**src/rtl/slr_pkg.sv**
```systemverilog
package slr_pkg;

  typedef enum logic [1:0] {
    RX_IDLE  = 2'd0,
    RX_START = 2'd1,
    RX_DATA  = 2'd2,
    RX_STOP  = 2'd3
  } rx_state_e;

  function automatic int unsigned clog2_min1(input int unsigned v);
    int unsigned w;
    w = $clog2(v);
    return (w == 0) ? 1 : w;
  endfunction

endpackage

```
**src/rtl/slr_sync2.sv**
```systemverilog
module slr_sync2 #(
  parameter logic RST_VAL = 1'b0
) (
  input  logic clk_i,
  input  logic rst_ni,
  input  logic d_i,
  output logic q_o
);

  logic meta_q;
  logic sync_q;

  always_ff @(posedge clk_i or negedge rst_ni) begin
    if (!rst_ni) begin
      meta_q <= RST_VAL;
      sync_q <= RST_VAL;
    end else begin
      meta_q <= d_i;
      sync_q <= meta_q;
    end
  end

  assign q_o = sync_q;

endmodule

```
**src/rtl/slr_baud_tick.sv**
```systemverilog
module slr_baud_tick
  import slr_pkg::*;
#(
  parameter int unsigned CLOCK_RATE = 100_000_000,
  parameter int unsigned BAUD_RATE  = 115_200,
  parameter int unsigned OVERSAMPLE = 16
) (
  input  logic clk_i,
  input  logic rst_ni,
  output logic tick_o
);

  localparam int unsigned DIV = CLOCK_RATE / (BAUD_RATE * OVERSAMPLE);
  localparam int unsigned CW  = clog2_min1(DIV);
  localparam logic [CW-1:0] TC = CW'(DIV - 1);

  logic [CW-1:0] cnt_q, cnt_d;
  logic          at_tc;

  assign at_tc = (cnt_q == TC);

  always_comb begin
    if (at_tc) cnt_d = '0;
    else       cnt_d = cnt_q + CW'(1);
  end

  always_ff @(posedge clk_i or negedge rst_ni) begin
    if (!rst_ni) cnt_q <= '0;
    else         cnt_q <= cnt_d;
  end

  assign tick_o = at_tc;

  // Checker: separate gap counter between enables
  logic [CW:0] gap_q;
  logic        seen_q;

  always_ff @(posedge clk_i or negedge rst_ni) begin
    if (!rst_ni) begin
      gap_q  <= '0;
      seen_q <= 1'b0;
    end else begin
      if (tick_o) begin
        gap_q  <= '0;
        seen_q <= 1'b1;
      end else if (gap_q <= (CW+1)'(DIV)) begin
        gap_q <= gap_q + (CW+1)'(1);
      end
    end
  end

  a_r7_tick_period: assert property (@(posedge clk_i) disable iff (!rst_ni)
    (tick_o && seen_q) |-> (gap_q == (CW+1)'(DIV - 1)))
    else $error("R7 sampling enable period wrong");

  a_r7_tick_single: assert property (@(posedge clk_i) disable iff (!rst_ni)
    (tick_o && (DIV > 1)) |=> !tick_o)
    else $error("R7 sampling enable longer than one cycle");

endmodule

```
**src/rtl/slr_rx_fsm.sv**
```systemverilog
module slr_rx_fsm
  import slr_pkg::*;
#(
  parameter int unsigned DATA_W     = 8,
  parameter int unsigned OVERSAMPLE = 16
) (
  input  logic              clk_i,
  input  logic              rst_ni,
  input  logic              tick_i,
  input  logic              rx_i,
  output logic [DATA_W-1:0] data_o,
  output logic              valid_o
);

  localparam int unsigned TW = clog2_min1(OVERSAMPLE);
  localparam int unsigned BW = clog2_min1(DATA_W);
  localparam logic [TW-1:0] T_MID  = TW'(OVERSAMPLE / 2 - 1);
  localparam logic [TW-1:0] T_LAST = TW'(OVERSAMPLE - 1);
  localparam logic [BW-1:0] B_LAST = BW'(DATA_W - 1);

  rx_state_e         state_q, state_d;
  logic [TW-1:0]     tcnt_q, tcnt_d;
  logic [BW-1:0]     bcnt_q, bcnt_d;
  logic [DATA_W-1:0] shift_q, shift_d;
  logic              valid_q, valid_d;

  always_comb begin
    state_d = state_q;
    tcnt_d  = tcnt_q;
    bcnt_d  = bcnt_q;
    shift_d = shift_q;
    valid_d = 1'b0;
    case (state_q)
      RX_IDLE: begin
        if (tick_i && !rx_i) begin
          state_d = RX_START;
          tcnt_d  = '0;
        end
      end
      RX_START: begin
        if (tick_i) begin
          if (tcnt_q == T_MID) begin
            tcnt_d = '0;
            bcnt_d = '0;
            state_d = rx_i ? RX_IDLE : RX_DATA;
          end else begin
            tcnt_d = tcnt_q + TW'(1);
          end
        end
      end
      RX_DATA: begin
        if (tick_i) begin
          if (tcnt_q == T_LAST) begin
            tcnt_d  = '0;
            shift_d = {rx_i, shift_q[DATA_W-1:1]};
            if (bcnt_q == B_LAST) state_d = RX_STOP;
            else                  bcnt_d  = bcnt_q + BW'(1);
          end else begin
            tcnt_d = tcnt_q + TW'(1);
          end
        end
      end
      RX_STOP: begin
        if (tick_i) begin
          if (tcnt_q == T_LAST) begin
            tcnt_d  = '0;
            valid_d = rx_i;
            state_d = RX_IDLE;
          end else begin
            tcnt_d = tcnt_q + TW'(1);
          end
        end
      end
      default: state_d = RX_IDLE;
    endcase
  end

  always_ff @(posedge clk_i or negedge rst_ni) begin
    if (!rst_ni) begin
      state_q <= RX_IDLE;
      tcnt_q  <= '0;
      bcnt_q  <= '0;
      shift_q <= '0;
      valid_q <= 1'b0;
    end else begin
      state_q <= state_d;
      tcnt_q  <= tcnt_d;
      bcnt_q  <= bcnt_d;
      shift_q <= shift_d;
      valid_q <= valid_d;
    end
  end

  assign data_o  = shift_q;
  assign valid_o = valid_q;

  a_r2_valid_one_cycle: assert property (@(posedge clk_i) disable iff (!rst_ni)
    valid_q |=> !valid_q)
    else $error("R2 valid pulse longer than one cycle");

  a_r5_valid_needs_high_stop: assert property (@(posedge clk_i) disable iff (!rst_ni)
    valid_q |-> ($past(rx_i) && ($past(state_q) == RX_STOP)))
    else $error("R5 byte accepted without a high stop bit");

endmodule

```
**src/rtl/slr_led_view.sv**
```systemverilog
module slr_led_view #(
  parameter int unsigned DATA_W = 8
) (
  input  logic              clk_i,
  input  logic              rst_ni,
  input  logic              valid_i,
  input  logic [DATA_W-1:0] data_i,
  input  logic              swap_i,
  output logic [DATA_W-1:0] led_o
);

  localparam int unsigned HALF = DATA_W / 2;

  logic [DATA_W-1:0] byte_q, byte_d;
  logic [DATA_W-1:0] led_q, led_d;
  logic [DATA_W-1:0] swapped;

  always_comb begin
    byte_d  = valid_i ? data_i : byte_q;
    swapped = {byte_d[HALF-1:0], byte_d[DATA_W-1:HALF]};
    led_d   = swap_i ? swapped : byte_d;
  end

  always_ff @(posedge clk_i or negedge rst_ni) begin
    if (!rst_ni) begin
      byte_q <= '0;
      led_q  <= '0;
    end else begin
      byte_q <= byte_d;
      led_q  <= led_d;
    end
  end

  assign led_o = led_q;

  a_r4_swap_on_toggle: assert property (@(posedge clk_i) disable iff (!rst_ni)
    ((swap_i != $past(swap_i)) && !valid_i && !$past(valid_i))
      |=> (led_q == {$past(led_q[HALF-1:0]), $past(led_q[DATA_W-1:HALF])}))
    else $error("R4 display did not swap halves on button change");

  a_r5_hold_without_valid: assert property (@(posedge clk_i) disable iff (!rst_ni)
    (!valid_i && !$past(valid_i) && (swap_i == $past(swap_i))) |=> $stable(led_q))
    else $error("R5 display changed without a valid byte");

endmodule

```
**src/rtl/serial_led_viewer.sv**
```systemverilog
module serial_led_viewer #(
  parameter int unsigned CLOCK_RATE = 100_000_000,
  parameter int unsigned BAUD_RATE  = 115_200,
  parameter int unsigned OVERSAMPLE = 16,
  parameter int unsigned DATA_W     = 8
) (
  input  logic              clk_i,
  input  logic              rst_ni,
  input  logic              rxd_i,
  input  logic              btn_i,
  output logic [DATA_W-1:0] led_o
);

  localparam int unsigned NSYNC = 2;
  localparam logic [NSYNC-1:0] SYNC_RST = 2'b01;

  logic              rst_sync_n;
  logic [NSYNC-1:0]  raw_in, sync_out;
  logic              tick;
  logic [DATA_W-1:0] rx_data;
  logic              rx_valid;

  slr_sync2 #(.RST_VAL(1'b0)) u_rst_sync (
    .clk_i (clk_i),
    .rst_ni(rst_ni),
    .d_i   (1'b1),
    .q_o   (rst_sync_n)
  );

  assign raw_in = {btn_i, rxd_i};

  for (genvar g = 0; g < NSYNC; g++) begin : g_in_sync
    slr_sync2 #(.RST_VAL(SYNC_RST[g])) u_sync (
      .clk_i (clk_i),
      .rst_ni(rst_sync_n),
      .d_i   (raw_in[g]),
      .q_o   (sync_out[g])
    );
  end

  slr_baud_tick #(
    .CLOCK_RATE(CLOCK_RATE),
    .BAUD_RATE (BAUD_RATE),
    .OVERSAMPLE(OVERSAMPLE)
  ) u_baud (
    .clk_i (clk_i),
    .rst_ni(rst_sync_n),
    .tick_o(tick)
  );

  slr_rx_fsm #(
    .DATA_W    (DATA_W),
    .OVERSAMPLE(OVERSAMPLE)
  ) u_rx (
    .clk_i  (clk_i),
    .rst_ni (rst_sync_n),
    .tick_i (tick),
    .rx_i   (sync_out[0]),
    .data_o (rx_data),
    .valid_o(rx_valid)
  );

  slr_led_view #(.DATA_W(DATA_W)) u_view (
    .clk_i  (clk_i),
    .rst_ni (rst_sync_n),
    .valid_i(rx_valid),
    .data_i (rx_data),
    .swap_i (sync_out[1]),
    .led_o  (led_o)
  );

endmodule

```
**config.mk**
```make
export PLATFORM = sky130hd
export DESIGN_NAME = serial_led_viewer
export DESIGN_NICKNAME = d
export VERILOG_FILES = /design/src/rtl/slr_pkg.sv /design/src/rtl/slr_sync2.sv /design/src/rtl/slr_baud_tick.sv /design/src/rtl/slr_rx_fsm.sv /design/src/rtl/slr_led_view.sv /design/src/rtl/serial_led_viewer.sv
export SDC_FILE = /design/constraint.sdc
export NUM_CORES = 1
export LEC_CHECK = 0
export BUFFER_PORTS_ARGS = -buffer_cell sky130_fd_sc_hd__clkbuf_2
export CORE_MARGIN = 5
export CORE_UTILIZATION = 35
export CTS_CLUSTER_DIAMETER = 30
export CTS_CLUSTER_SIZE = 20
export DETAILED_ROUTE_END_ITERATION = 8
export PLACE_DENSITY = 0.57
export SLEW_MARGIN = 20
export SYNTH_ARGS = -nofsm -noshare
export SYNTH_HDL_FRONTEND = slang
export SYNTH_SLANG_ARGS = --single-unit
```
**constraint.sdc**
```tcl
create_clock -name clk_i -period 1.7 [get_ports clk_i]
set_input_delay 0.34 -clock clk_i [delete_from_list [all_inputs] [get_ports clk_i]]
set_output_delay 0.34 -clock clk_i [all_outputs]
set_load 0.005 [all_outputs]
```
* After elaboration in Yosys (flattened, before gate mapping)
Cells that the tools add are included.
** Word-level totals
- Word-level logic and storage cells :: 71
- Bits in registers :: 46
** Cells by class
- Reductions and logical operators :: 9
- Muxes and demuxes :: 28
- Add/sub/neg operators :: 3
- Equal/unequal tests :: 17
** Operator list (count)
- 2-to-1 mux 4 bit :: 5
- 2-to-1 mux 2 bit :: 9
- != test 2 x 1 -> 1 bit, second input constant :: 9
- 2-to-1 mux 8 bit :: 2
- 2-to-1 mux 3 bit :: 5
- case mux 4 bit (3 select lines) :: 1
- case mux 2 bit (4 select lines) :: 1
- AND reduction 8 bit :: 1
- adder 6 x 1 -> 6 bit, second input constant :: 1
- equality test 6 bit, second input constant :: 1
- 2-to-1 mux 6 bit :: 1
- case mux 3 bit (2 select lines) :: 1
- AND reduction 3 bit :: 2
- AND reduction 6 bit :: 1
- adder 4 x 1 -> 4 bit, second input constant :: 1
- equality test 2 bit, second input constant :: 2
- equality test 4 x 3 -> 1 bit, second input constant :: 1
- equality test 4 bit, second input constant :: 1
- adder 3 x 1 -> 3 bit, second input constant :: 1
- equality test 3 bit, second input constant :: 1
- 2-to-1 mux 1 bit :: 3
- equality test 2 x 1 -> 1 bit, second input constant :: 1
- zero test 2 bit :: 1
- != test 2 bit, second input constant :: 1
- 4 further kinds :: 4

* Logic depth before layout (Yosys ltp)
Gate-level depths: netlist of run 1.
- Depth after elaboration :: 5
- Gate-level depth with buffers :: 6
- Mapped depth without buffers :: 6

* Cells and area by module
A second synthesis of run 1 with hierarchy kept.
** Second synthesis, totals
- Cells, all modules :: 154
- Area total of the unflattened synthesis :: 2168.3 µm²
** By module, submodules not included
- slr_rx_fsm :: cells each 84, area an instance 1004.7 µm², seq. area each 450.4 µm², instances 1
- slr_led_view :: cells each 35, area an instance 728.2 µm², seq. area each 400.4 µm², instances 1
- slr_baud_tick :: cells each 28, area an instance 279.0 µm², seq. area each 150.1 µm², instances 1
- slr_sync2 (g_in_sync[1].u_sync ...) :: cells each 2, area an instance 50.0 µm², seq. area each 50.0 µm², instances 2
- slr_sync2 (g_in_sync[0].u_sync) :: cells each 2, area an instance 52.6 µm², seq. area each 52.6 µm², instances 1
- serial_led_viewer :: cells each 1, area an instance 3.8 µm², seq. area each 0.0 µm², instances 1

* Worst setup path before layout of run 1
No wires, ideal clock.
- Path type :: register -> register
- Start point :: register u_baud.cnt_q[1]
- End point :: register u_rx.shift_q[0] (netlist: u_rx.data_o[0])
- Setup time :: 0.125 ns
- Slack :: -0.303 ns
- Data arrival time :: 1.878 ns
- Path buffers :: 0
- Clock period less this slack :: 2.003 ns
- Stages on the path, launching flop included :: 7
- Cells stage by stage :: dfrtp_1 > inv_1 > ha_1 > nand4_1 > or2_1 > nor4_4 > mux2_2
** On the way
- Word-level cells in the longest chain between the ends :: 2
** RTL lines
- start, declared :: RTL line slr_baud_tick.sv:17 : logic [CW-1:0] cnt_q, cnt_d;
- start signal, assigned :: RTL line slr_baud_tick.sv:29 : else cnt_q <= cnt_d;
- equality test 6 bit :: RTL line slr_baud_tick.sv:20 : assign at_tc = (cnt_q == TC);
- AND reduction 3 bit (no line)
- end signal, assigned :: RTL line slr_rx_fsm.sv:89 : shift_q <= shift_d;
- end, declared :: RTL line slr_rx_fsm.sv:24 : logic [DATA_W-1:0] shift_q, shift_d;
Every way passes these cells.
A chain may end at the register's enable or synchronous reset.

* Final worst setup path of run 1
- Start point :: register u_baud.cnt_q[1]
- End point :: register u_rx.shift_q[2] (netlist: u_rx.data_o[2])
The elaborated chain is that of the path after synthesis.

==> results of run 1 <==
## layout by cell type (no fill, tap or decap), types with 2 or more instances in the layout
master    netlist  routed
nor2_2          0       2
dfstp_2         2       2
nand3_1         3       3
o21ai_0         3       2
o211ai_1        3       3
or3_1           2       2
mux2_4          0       3
a22o_1          3       3
nor2_1          7       5
mux2_2         25      22
dfrtp_1        44      43
inv_1           4       4
ha_1            5       3
nand2_1         7       6
nand4_1         3       3
mux2_1          2       2
a21o_1          2       2
nor4_1          2       2
and3_1          2       2
buf_6           0       2
buf_4           0      20
clkbuf_8        0       6
clkbuf_2        0      11
## critical path, stage by stage (launching register included)
cell and delay [ns]:
dfrtp_1 0.38, inv_1 0.05, ha_1 0.15, nand4_1 0.11, or2_4 0.28, nor4_4 0.15
buf_6 0.17, mux2_2 0.34
## power by group through the flow
stage / sequential, mW / combinational (mW) / clock (mW)
after CTS: 1.11 / 0.0358 / 0.844
final: 1.11 / 0.0354 / 0.816
after global placement: 1.13 / 0.0326 / 0
after global routing: 1.11 / 0.0428 / 0.884
after floorplan: 1.14 / 0.00964 / 0
after detailed placement: 1.13 / 0.0338 / 0
## cells by family after synthesis
logic type,count (synthesis)
and+or+nand+nor,37
AOI/OAI and AO/OA,18
other,1
muxes,28
xor gates and xnor gates,2
adders and majority gates,5
buffers and inverters,10
DFF,46
## final cells by class
type	count	area [um2]	area share (%)
multi-input combinational	91	805	33.0
timing repair buffer	35	258	10.6
clock buffer	7	86.3	3.54
sequential	46	1150	47.4
tap	72	90.1	3.69
inverter	4	15.0	0.616
clock inverter	1	30.0	1.23
## state kept, by name, indices dropped and copies added, names as in the netlist, 2 cells and up, named ones only
| register | cells |
|---|---|
| u_baud.cnt_q | 6 |
| u_view.led_o | 8 |
| u_view.byte_q | 8 |
| u_rx.tcnt_q | 4 |
| u_rx.bcnt_q | 3 |
| g_in_sync.u_sync.q_o | 2 |
| g_in_sync.u_sync.meta_q | 2 |
| u_rx.data_o | 8 |
## cell usage after synthesis (2+ instances only)
cell and count:
dfrtp_1 44, mux2_2 25, nand2_1 7, nor2_1 7, ha_1 5, clkbuf_1 4
inv_1 4, a22o_1 3, nand3_1 3, nand4_1 3, o211ai_1 3, o21ai_0 3
a21o_1 2, and3_1 2, buf_2 2, dfstp_2 2, mux2_1 2, nor2b_1 2
nor4_1 2, or3_1 2, or3b_2 2
## final timing paths
path	from	endpoint	slack (ns)	cells after the start
max in group asynchronous	u_rst_sync.q_o	g_in_sync[0].u_sync.q_o	1.00	1
max reg2reg	u_baud.cnt_q[1]	u_rx.data_o[2]	-0.04	7
min reg2reg	u_rst_sync.q_o	u_baud.cnt_q[2]	0.33	1
max	u_baud.cnt_q[1]	u_rx.data_o[2]	-0.04	7
min	rxd_i	g_in_sync[0].u_sync.meta_q	0.14	1
min in group asynchronous	u_rst_sync.q_o	u_baud.cnt_q[2]	0.33	1
## metal layers
metal  wire length (um)  vias to the layer above
li1                   -                      592
met1               1520                      594
met2               1730                       12
met3                134                        2
met4                 14                        0
met5                  0                        -
## timing repair
item | CTS | global route
hold endpoints to repair | 2 | 0
cloned | 0 | 0
pin swaps | 5 | 6
hold buffers | 1 | 0
setup endpoints to repair | 11 | 16
buffers inserted | 6 | 1
resized for setup | 12 | 6
==> results by group, run 1 <==
Status
  • Status: finished with violations
  • Failing checks: negative setup slack

Logic synthesis
  • Syn Nets: 156
  • Number of synthesized flops with an enable pin: 0
  • Post-synth top area share: 56.7%
  • Synth warnings: 0
  • #FFs+latches synth: 46
  • Simple-gate share of the synthesized area: 11.2%
  • Post-synthesis mux area share: 16.2%
  • Xor/xnor share of the synthesized area: 0.901%
  • Main combinational cell family by area after synthesis: multiplexers
  • Synthesized area per cell: 13.2 um2
  • Post-synthesis compound-gate area fraction: 6.89%
  • Top post-synthesis cells by area: dfrtp_1, mux2_2, ha_1, dfstp_2, nand2_1
  • Adder-Cell Fraction of Synth Area: 3.22%
  • Netlist cell types: 39
  • Top FF cell, synth: dfrtp_1
  • Async SR Flop Fraction: 100%
  • Seq/Total Area, Yosys: 59.4%
  • Cell taking the most area after synthesis: dfrtp_1
  • Synthesized instance count: 147
  • Post-Syn Area: 0.00194 mm2

Detailed routing
  • Antenna Nets Post-Route: 0
  • Vias/cell: 4.69
  • Total wire length: 3400 um
  • Initial detailed-routing violation count: 65
  • Vias: 1200
  • Per-cell routed wire length: 13.3 um
  • DRC violation count after routing: 0
  • Pre-antenna DRT Iters: 3

Timing
  • Measured slew at the worst slew-check pin: 0.539 ns
  • Fmax achieved: 575 MHz
  • Final hold violation count: 0
  • Hold Worst Slack: 0.137 ns
  • Fin crit share: 102%
  • RSZ-0062 raised after global routing: yes
  • Worst setup margin: -0.0386 ns
  • Slew Limit Fails: 0
  • Post-layout min period: 1.74 ns
  • Fin Setup TNS: -0.272 ns
  • Worst Skew: 0.00865 ns
  • Final setup viols: 11
  • Rel. slew slack: 64.1%

Floorplanning
  • Boundary pin count: 12
  • Initial core utilization: 35.7%
  • FP Rows: 27
  • Die Area: 0.00714 mm2
  • Die Wd: 84.5 um
  • Core area: 0.00544 mm2
  • Die Ht: 84.5 um

Finish
  • Area Overhead vs Synth: 25.5%
  • Nets: 192
  • Final instance area: 0.00244 mm2
  • Core Util, Final: 44.8%
  • Share of layout cells above drive strength 1: 45.1%
  • # fillers: 490
  • Ant. Diodes: 0
  • Post-route non-filler standard cell count: 256

CTS
  • H-Tree Depth: 2
  • Clock Tree Buf Depth: 2
  • Root Buffer: clkbuf_8
  • Clock Pin Slew Worst Setup and Hold Paths: 0.08 ns
  • Clock latency on the worst-skew pair: 0.29 ns
  • Clock Sinks: 46
  • Total CTS buffers: 5
  • CTS tree: done

Setup path
  • CP max FO: 8
  • WS Path Type: reg -> reg
  • Worst Path Required: 1.87 ns
  • Critical Path End Type: register
  • Critical path arrival: 1.91 ns
  • CP Launch Type: register

Pwr
  • Power after layout: 1.96 mW
  • Leak Pwr: 1.20 nW
  • Worst vdd ir: 0.000468 V
  • Pwr per Cell Area: 804 mW/mm2
  • Net Sw Frac: 18.7%
  • Reg power frac: 56.6%
  • Sw Pwr: 0.367 mW
  • Clock share of power: 41.6%
  • Internal cell power: 1.59 mW
  • Combinational share of power: 1.8%

Global route
  • Largest net degree at the start of global routing: 45
  • First-pass GRT wire length: 6040 um
  • Most Crowded Layer GR: met2
  • Antenna violations before repair: 0
  • Met1 global-route usage: 12.4%
  • Global-route usage over all layers: 10.3%
  • Met2 usage: 17.4%
  • Total congestion overflow: 0
  • Vias in the first global route: 1329
  • Met3 Resource Use GR: 3.73%

Flow run
  • Max-cap violations: 0

Place
  • Placer Congestion: 0.744
  • Placed insts: 241
  • PortBufs: 11
  • Pre-CTS setup slack: -0.0952 ns
  • HPWL Detailed: 2350 um
  • Placed inst area: 0.00221 mm2

Hold path
  • Hold WC Path Type: in -> reg
No activity file was read; power rests on OpenSTA's default activity.
==> run 2: changes to the inputs <==
==> constraint.sdc (replaced) <==
create_clock -name clk_i -period 1.8 [get_ports clk_i]
set_input_delay 0.36 -clock clk_i [delete_from_list [all_inputs] [get_ports clk_i]]
set_output_delay 0.36 -clock clk_i [all_outputs]
set_load 0.005 [all_outputs]
==> run 2 against run 1 <==
Via count shrank 1.0%; count of clock-buffer cells in the layout is 1 lower; sequential power decreased by 5%; global-route usage is 0.89 points lower; flip-flop and latch count unchanged; the flow now finishes without violations; design area is 5.8% lower; total power is 7.0% lower; die area unchanged; largest cell class unchanged.
==> results by group, run 2 (synthesized netlist as in run 1, its figures left out) <==
Setup path
  • Top delay family on crit path: simple AND/OR/NAND/NOR gates
  • CP Cell Sequence: inv_1 -> ha_1 -> nand4_1 -> or2_4 -> nor4_4 -> buf_6 -> mux2_2
  • CP max FO: 8
  • Slowest cell delay on critical path: 0.38 ns
  • Levels on crit path: 7
  • Critical Path End Type: register
  • WS Path Type: reg -> reg
  • CP bufs+invs: 2
  • Slowest CP cell: dfrtp_1
  • Reg2Reg Depth: 7
  • Worst Path Required: 1.97 ns
  • CP Launch Type: register
  • Critical path arrival: 1.92 ns
  • FF-to-FF setup slack: 0.05 ns

Timing
  • RSZ-0062 raised after global routing: yes
  • Slew Limit Fails: 0
  • Fmax achieved: 573 MHz
  • Final setup viols: 0
  • Post-layout min period: 1.75 ns
  • Measured slew at the worst slew-check pin: 0.540 ns
  • Fin crit share: 97.0%
  • Hold Worst Slack: 0.160 ns
  • Rel. slew slack: 64.0%
  • Final hold violation count: 0
  • Worst Skew: 0.00540 ns

Place
  • HPWL Detailed: 2250 um
  • Placer Congestion: 0.698
  • PortBufs: 11

Finish
  • Nets: 182
  • Ant. Diodes: 0
  • # fillers: 487
  • Commonest non-fill, non-tap cell in the layout: dfrtp_1
  • Commonest non-fill, non-tap cells in the layout: dfrtp_1, mux2_2, buf_4
  • Share of layout cells above drive strength 1: 38.5%
  • Area Overhead vs Synth: 18.2%

Pwr
  • Pwr per Cell Area: 794 mW/mm2
  • Power after layout: 1.82 mW
  • Worst vdd ir: 0.000426 V
  • Leak Pwr: 1.13 nW

CTS
  • Clock latency on the worst-skew pair: 0.29 ns
  • Total CTS buffers: 5
  • Clock Sinks: 46
  • CTS tree: done
  • Clock Tree Buf Depth: 2
  • Root Buffer: clkbuf_8
  • Setup bufs post-CTS: 0
  • Clock Pin Slew Worst Setup and Hold Paths: 0.08 ns
  • H-Tree Depth: 2

Hold path
  • Hold WC Path Type: in -> reg
  • Hold depth: 1

Detailed routing
  • Initial detailed-routing violation count: 40
  • Pre-antenna DRT Iters: 4
  • Total wire length: 3150 um
  • Antenna Nets Post-Route: 0
  • Vias/cell: 4.83
  • Vias: 1188
  • Per-cell routed wire length: 12.8 um
  • DRC violation count after routing: 0

Status
  • Status: finished clean

Flow run
  • Max-cap violations: 0

Global route
  • Global-route usage over all layers: 9.44%
  • Antenna violations before repair: 0
  • Total congestion overflow: 0
  • First-pass GRT wire length: 5530 um
  • Largest net degree at the start of global routing: 45
  • Vias in the first global route: 1224

Floorplanning
  • Core area: 0.00544 mm2
  • Die Wd: 84.5 um
  • Initial core utilization: 35.7%
  • Boundary pin count: 12
  • Die Ht: 84.5 um
  • FP Rows: 27
  • Die Area: 0.00714 mm2
-- run 2: changes by cell type in the layout (fill, tap and decap cells not counted), moves of 2 or more --
cell    before  now
mux2_2      22   25
ha_1         3    5
nor2_1       5    7
buf_4       20   12
nor2_2       2    0
mux2_4       3    0
-- run 2: through the flow --
| stage | instance area (um2) | instances | setup WS, ns | utilization [%] | TNS [ns] |
|---|---|---|---|---|---|
| floorplan | 1950 | 147 | -0.0697 | - | -0.659 |
| global placement | 2160 | 237 | 0.0453 | 39.8 | 0 |
| detailed placement | 2160 | 237 | 0.0359 | 39.8 | 0 |
| CTS | 2280 | 246 | 0.0116 | 42.0 | 0 |
| global route | 2300 | 246 | -0.0476 | 42.2 | -0.429 |
| finish | 2300 | 246 | 0.0543 | 42.2 | 0 |
-- run 2: path summary, 6_finish.rpt --
kind	from	endpoint
setup / recovery	u_baud.cnt_q[1]	u_rx.data_o[1]
hold / removal	rxd_i	g_in_sync[0].u_sync.meta_q
setup reg to reg	u_baud.cnt_q[1]	u_rx.data_o[1]
hold reg to reg	u_rst_sync.q_o	u_rx.tcnt_q[0]
max in group asynchronous	u_rst_sync.q_o	g_in_sync[0].u_sync.q_o
min in group asynchronous	u_rst_sync.q_o	u_rx.tcnt_q[0]
-- run 2: layer usage --
metal	global-route usage (%)	part of all wire [%]
met1	11.2	44
met2	15.9	52
met4	3.88	0.44
met3	2.85	3.3
met5	0	0
-- run 2: final cells by class --
type                    instances  area, um2  share of cell area, %
flip-flops and latches         46       1150                   50.3
multi-input cells              91        759                   33.1
repair buffers                 25        166                   7.25
well taps                      72       90.1                   3.92
clock buffers                   6       72.6                   3.16
clock inverters                 2       37.5                   1.63
inverters                       4       15.0                  0.654
-- run 2: power by group --
part,internal (mW),switching [mW],leakage [nW]
combinational,0.00987,0.0221,0.466
clock,0.414,0.329,0.0514
sequential,1.04,0.00622,0.616
-- run 2: timing repair --
| item | in CTS | in global routing |
|---|---|---|
| endpoints found under the setup margin | 0 | 12 |
| hold buffers | 1 | 0 |
| endpoints found under the hold margin | 2 | 0 |
| resized for setup | 0 | 4 |
==> run 3: changes to the inputs <==
--- a/config.mk
+++ b/config.mk
@@ -6,7 +6,6 @@
 export NUM_CORES = 1
 export LEC_CHECK = 0
 export BUFFER_PORTS_ARGS = -buffer_cell sky130_fd_sc_hd__clkbuf_2
-export CORE_MARGIN = 5
 export CORE_UTILIZATION = 35
 export CTS_CLUSTER_DIAMETER = 30
 export CTS_CLUSTER_SIZE = 20
==> run 3 against run 2 <==
Cell count shrank 0.41%; die area fell by 18%; sequential power about the same; count of clock-buffer cells in the layout is 1 higher; critical path depth unchanged; critical endpoint is now u_rx.data_o[3]; largest power group unchanged; highest routed layer unchanged.
==> results by group, run 3 (synthesized netlist as in run 1, its figures left out) <==
Setup path
  • Slowest cell delay on critical path: 0.38 ns
  • CP Cell Sequence: inv_1 -> ha_2 -> nand4_1 -> or2_4 -> nor4_4 -> buf_6 -> mux2_2
  • CP max FO: 8
  • Worst Path Required: 1.99 ns
  • Critical path arrival: 1.93 ns
  • WS Path Type: reg -> reg
  • CP Launch Type: register
  • Slowest CP cell: dfrtp_1
  • Critical Path End Type: register

Pwr
  • Internal cell power: 1.37 mW
  • Reg power frac: 60.7%
  • Pwr per Cell Area: 754 mW/mm2
  • Power after layout: 1.73 mW
  • Sw Pwr: 0.363 mW
  • Clock share of power: 37.6%
  • Leak Pwr: 1.13 nW
  • Net Sw Frac: 20.9%
  • Combinational share of power: 1.7%
  • Worst vdd ir: 0.000441 V

Detailed routing
  • Antenna Nets Post-Route: 0
  • Total wire length: 3110 um
  • Per-cell routed wire length: 12.7 um
  • Vias/cell: 4.87
  • DRC violation count after routing: 0
  • Initial detailed-routing violation count: 38
  • Vias: 1193
  • Pre-antenna DRT Iters: 4

Timing
  • Final setup viols: 0
  • Worst Skew: 0.00697 ns
  • Fin Setup TNS: 0 ns
  • Post-layout min period: 1.74 ns
  • Fmax achieved: 574 MHz
  • Hold Worst Slack: 0.0972 ns
  • RSZ-0062 raised after global routing: yes
  • Slew Limit Fails: 0
  • Fin crit share: 96.9%
  • Final hold violation count: 0

Global route
  • First-pass GRT wire length: 5420 um
  • Largest net degree at the start of global routing: 38
  • Total congestion overflow: 0
  • Antenna violations before repair: 0
  • Global-route usage over all layers: 11.8%
  • Vias in the first global route: 1200

Hold path
  • Hold WC Path Type: reg -> async

Floorplanning
  • Die Area: 0.00585 mm2
  • Initial core utilization: 37.1%
  • Die Ht: 76.5 um
  • Core area: 0.00524 mm2
  • Die Wd: 76.5 um
  • Boundary pin count: 12
  • FP Rows: 26

Finish
  • # fillers: 476
  • Share of layout cells above drive strength 1: 40.0%
  • Commonest non-fill, non-tap cell in the layout: dfrtp_1
  • Ant. Diodes: 0
  • Final instance area: 0.00230 mm2
  • Area Overhead vs Synth: 18.2%
  • Nets: 183
  • Commonest non-fill, non-tap cells in the layout: dfrtp_1, mux2_2, buf_4

Place
  • HPWL Detailed: 2200 um
  • PortBufs: 11
  • Placer Congestion: 0.779
  • Placed inst area: 0.00216 mm2

Flow run
  • Max-cap violations: 0

CTS
  • H-Tree Depth: 2
  • Clock latency on the worst-skew pair: 0.29 ns
  • CTS tree: done
  • Clock Tree Buf Depth: 2
  • Clock Pin Slew Worst Setup and Hold Paths: 0.09 ns
  • Clock Sinks: 46
  • Total CTS buffers: 5
  • Root Buffer: clkbuf_8

Status
  • Status: finished clean
-- run 3: cell types whose count changed in the layout (fill, tap and decap cells not counted), moves of 2 or more --
cell,delta
ha_2,+3
ha_1,-3
mux2_4,+2
mux2_2,-2
-- run 3: stage by stage --
step | setup WS [ns] | cells | utilization [%]
2_1_floorplan | -0.0697 | 147 | -
3_3_place_gp | -0.00501 | 235 | 41.3
3_5_place_dp | 0.0329 | 235 | 41.3
4_1_cts | 0.0123 | 244 | 43.3
5_1_grt | -0.0816 | 245 | 43.8
6_report | 0.0563 | 245 | 43.8
-- run 3: cell type report --
| type | count | area [um2] | area share [%] |
|---|---|---|---|
| inverter | 4 | 15.0 | 0.654 |
| timing repair buffer | 26 | 174 | 7.57 |
| clock inverter | 1 | 8.76 | 0.381 |
| sequential | 46 | 1150 | 50.3 |
| tap | 70 | 87.6 | 3.81 |
| multi-input combinational | 91 | 769 | 33.5 |
| clock buffer | 7 | 86.3 | 3.76 |
-- run 3: power groups by stage --
stage	Clock [mW]	Combinational [mW]	Sequential [mW]
2_1_floorplan	0	0.00910	1.08
3_3_place_gp	0	0.0272	1.07
3_5_place_dp	0	0.0284	1.07
4_1_cts	0.674	0.0300	1.05
5_1_grt	0.715	0.0333	1.05
6_report	0.652	0.0286	1.05
-- run 3: routing by layer --
layer / routed length, um / GRT usage [%]
met1: 1490 / 15.3
met5: 0 / 0
met3: 124 / 3.59
met2: 1460 / 18.5
met4: 39 / 4.62
-- run 3: path summary, 6_finish.rpt --
path | slack (ns) | to | start | cells after the start
worst min-delay path | 0.1 | u_baud.cnt_q[2] | u_rst_sync.q_o | 0
min in group clk_i | 0.14 | g_in_sync[0].u_sync.meta_q | rxd_i | 1
worst max register to register | 0.06 | u_rx.data_o[3] | u_baud.cnt_q[1] | 7
worst max-delay path | 0.06 | u_rx.data_o[3] | u_baud.cnt_q[1] | 7
max in group asynchronous | 1.00 | g_in_sync[0].u_sync.meta_q | u_rst_sync.q_o | 1
worst min register to register | 0.1 | u_baud.cnt_q[2] | u_rst_sync.q_o | 0
-- run 3: repair_timing --
item / CTS / global route
setup buffers: 0 / 1
endpoints found under the setup margin: 0 / 13
gates resized for setup: 0 / 8
hold buffers: 1 / 0
endpoints found under the hold margin: 2 / 0
-- run 3: worst max-delay path, delay by kind of cell, from the launching register on --
kind	cells	cell delay (ns)
DFF	1	0.38
and+or+nand+nor	3	0.51
muxes	1	0.34
adders and majority gates	1	0.17
buffers and inverters	2	0.24
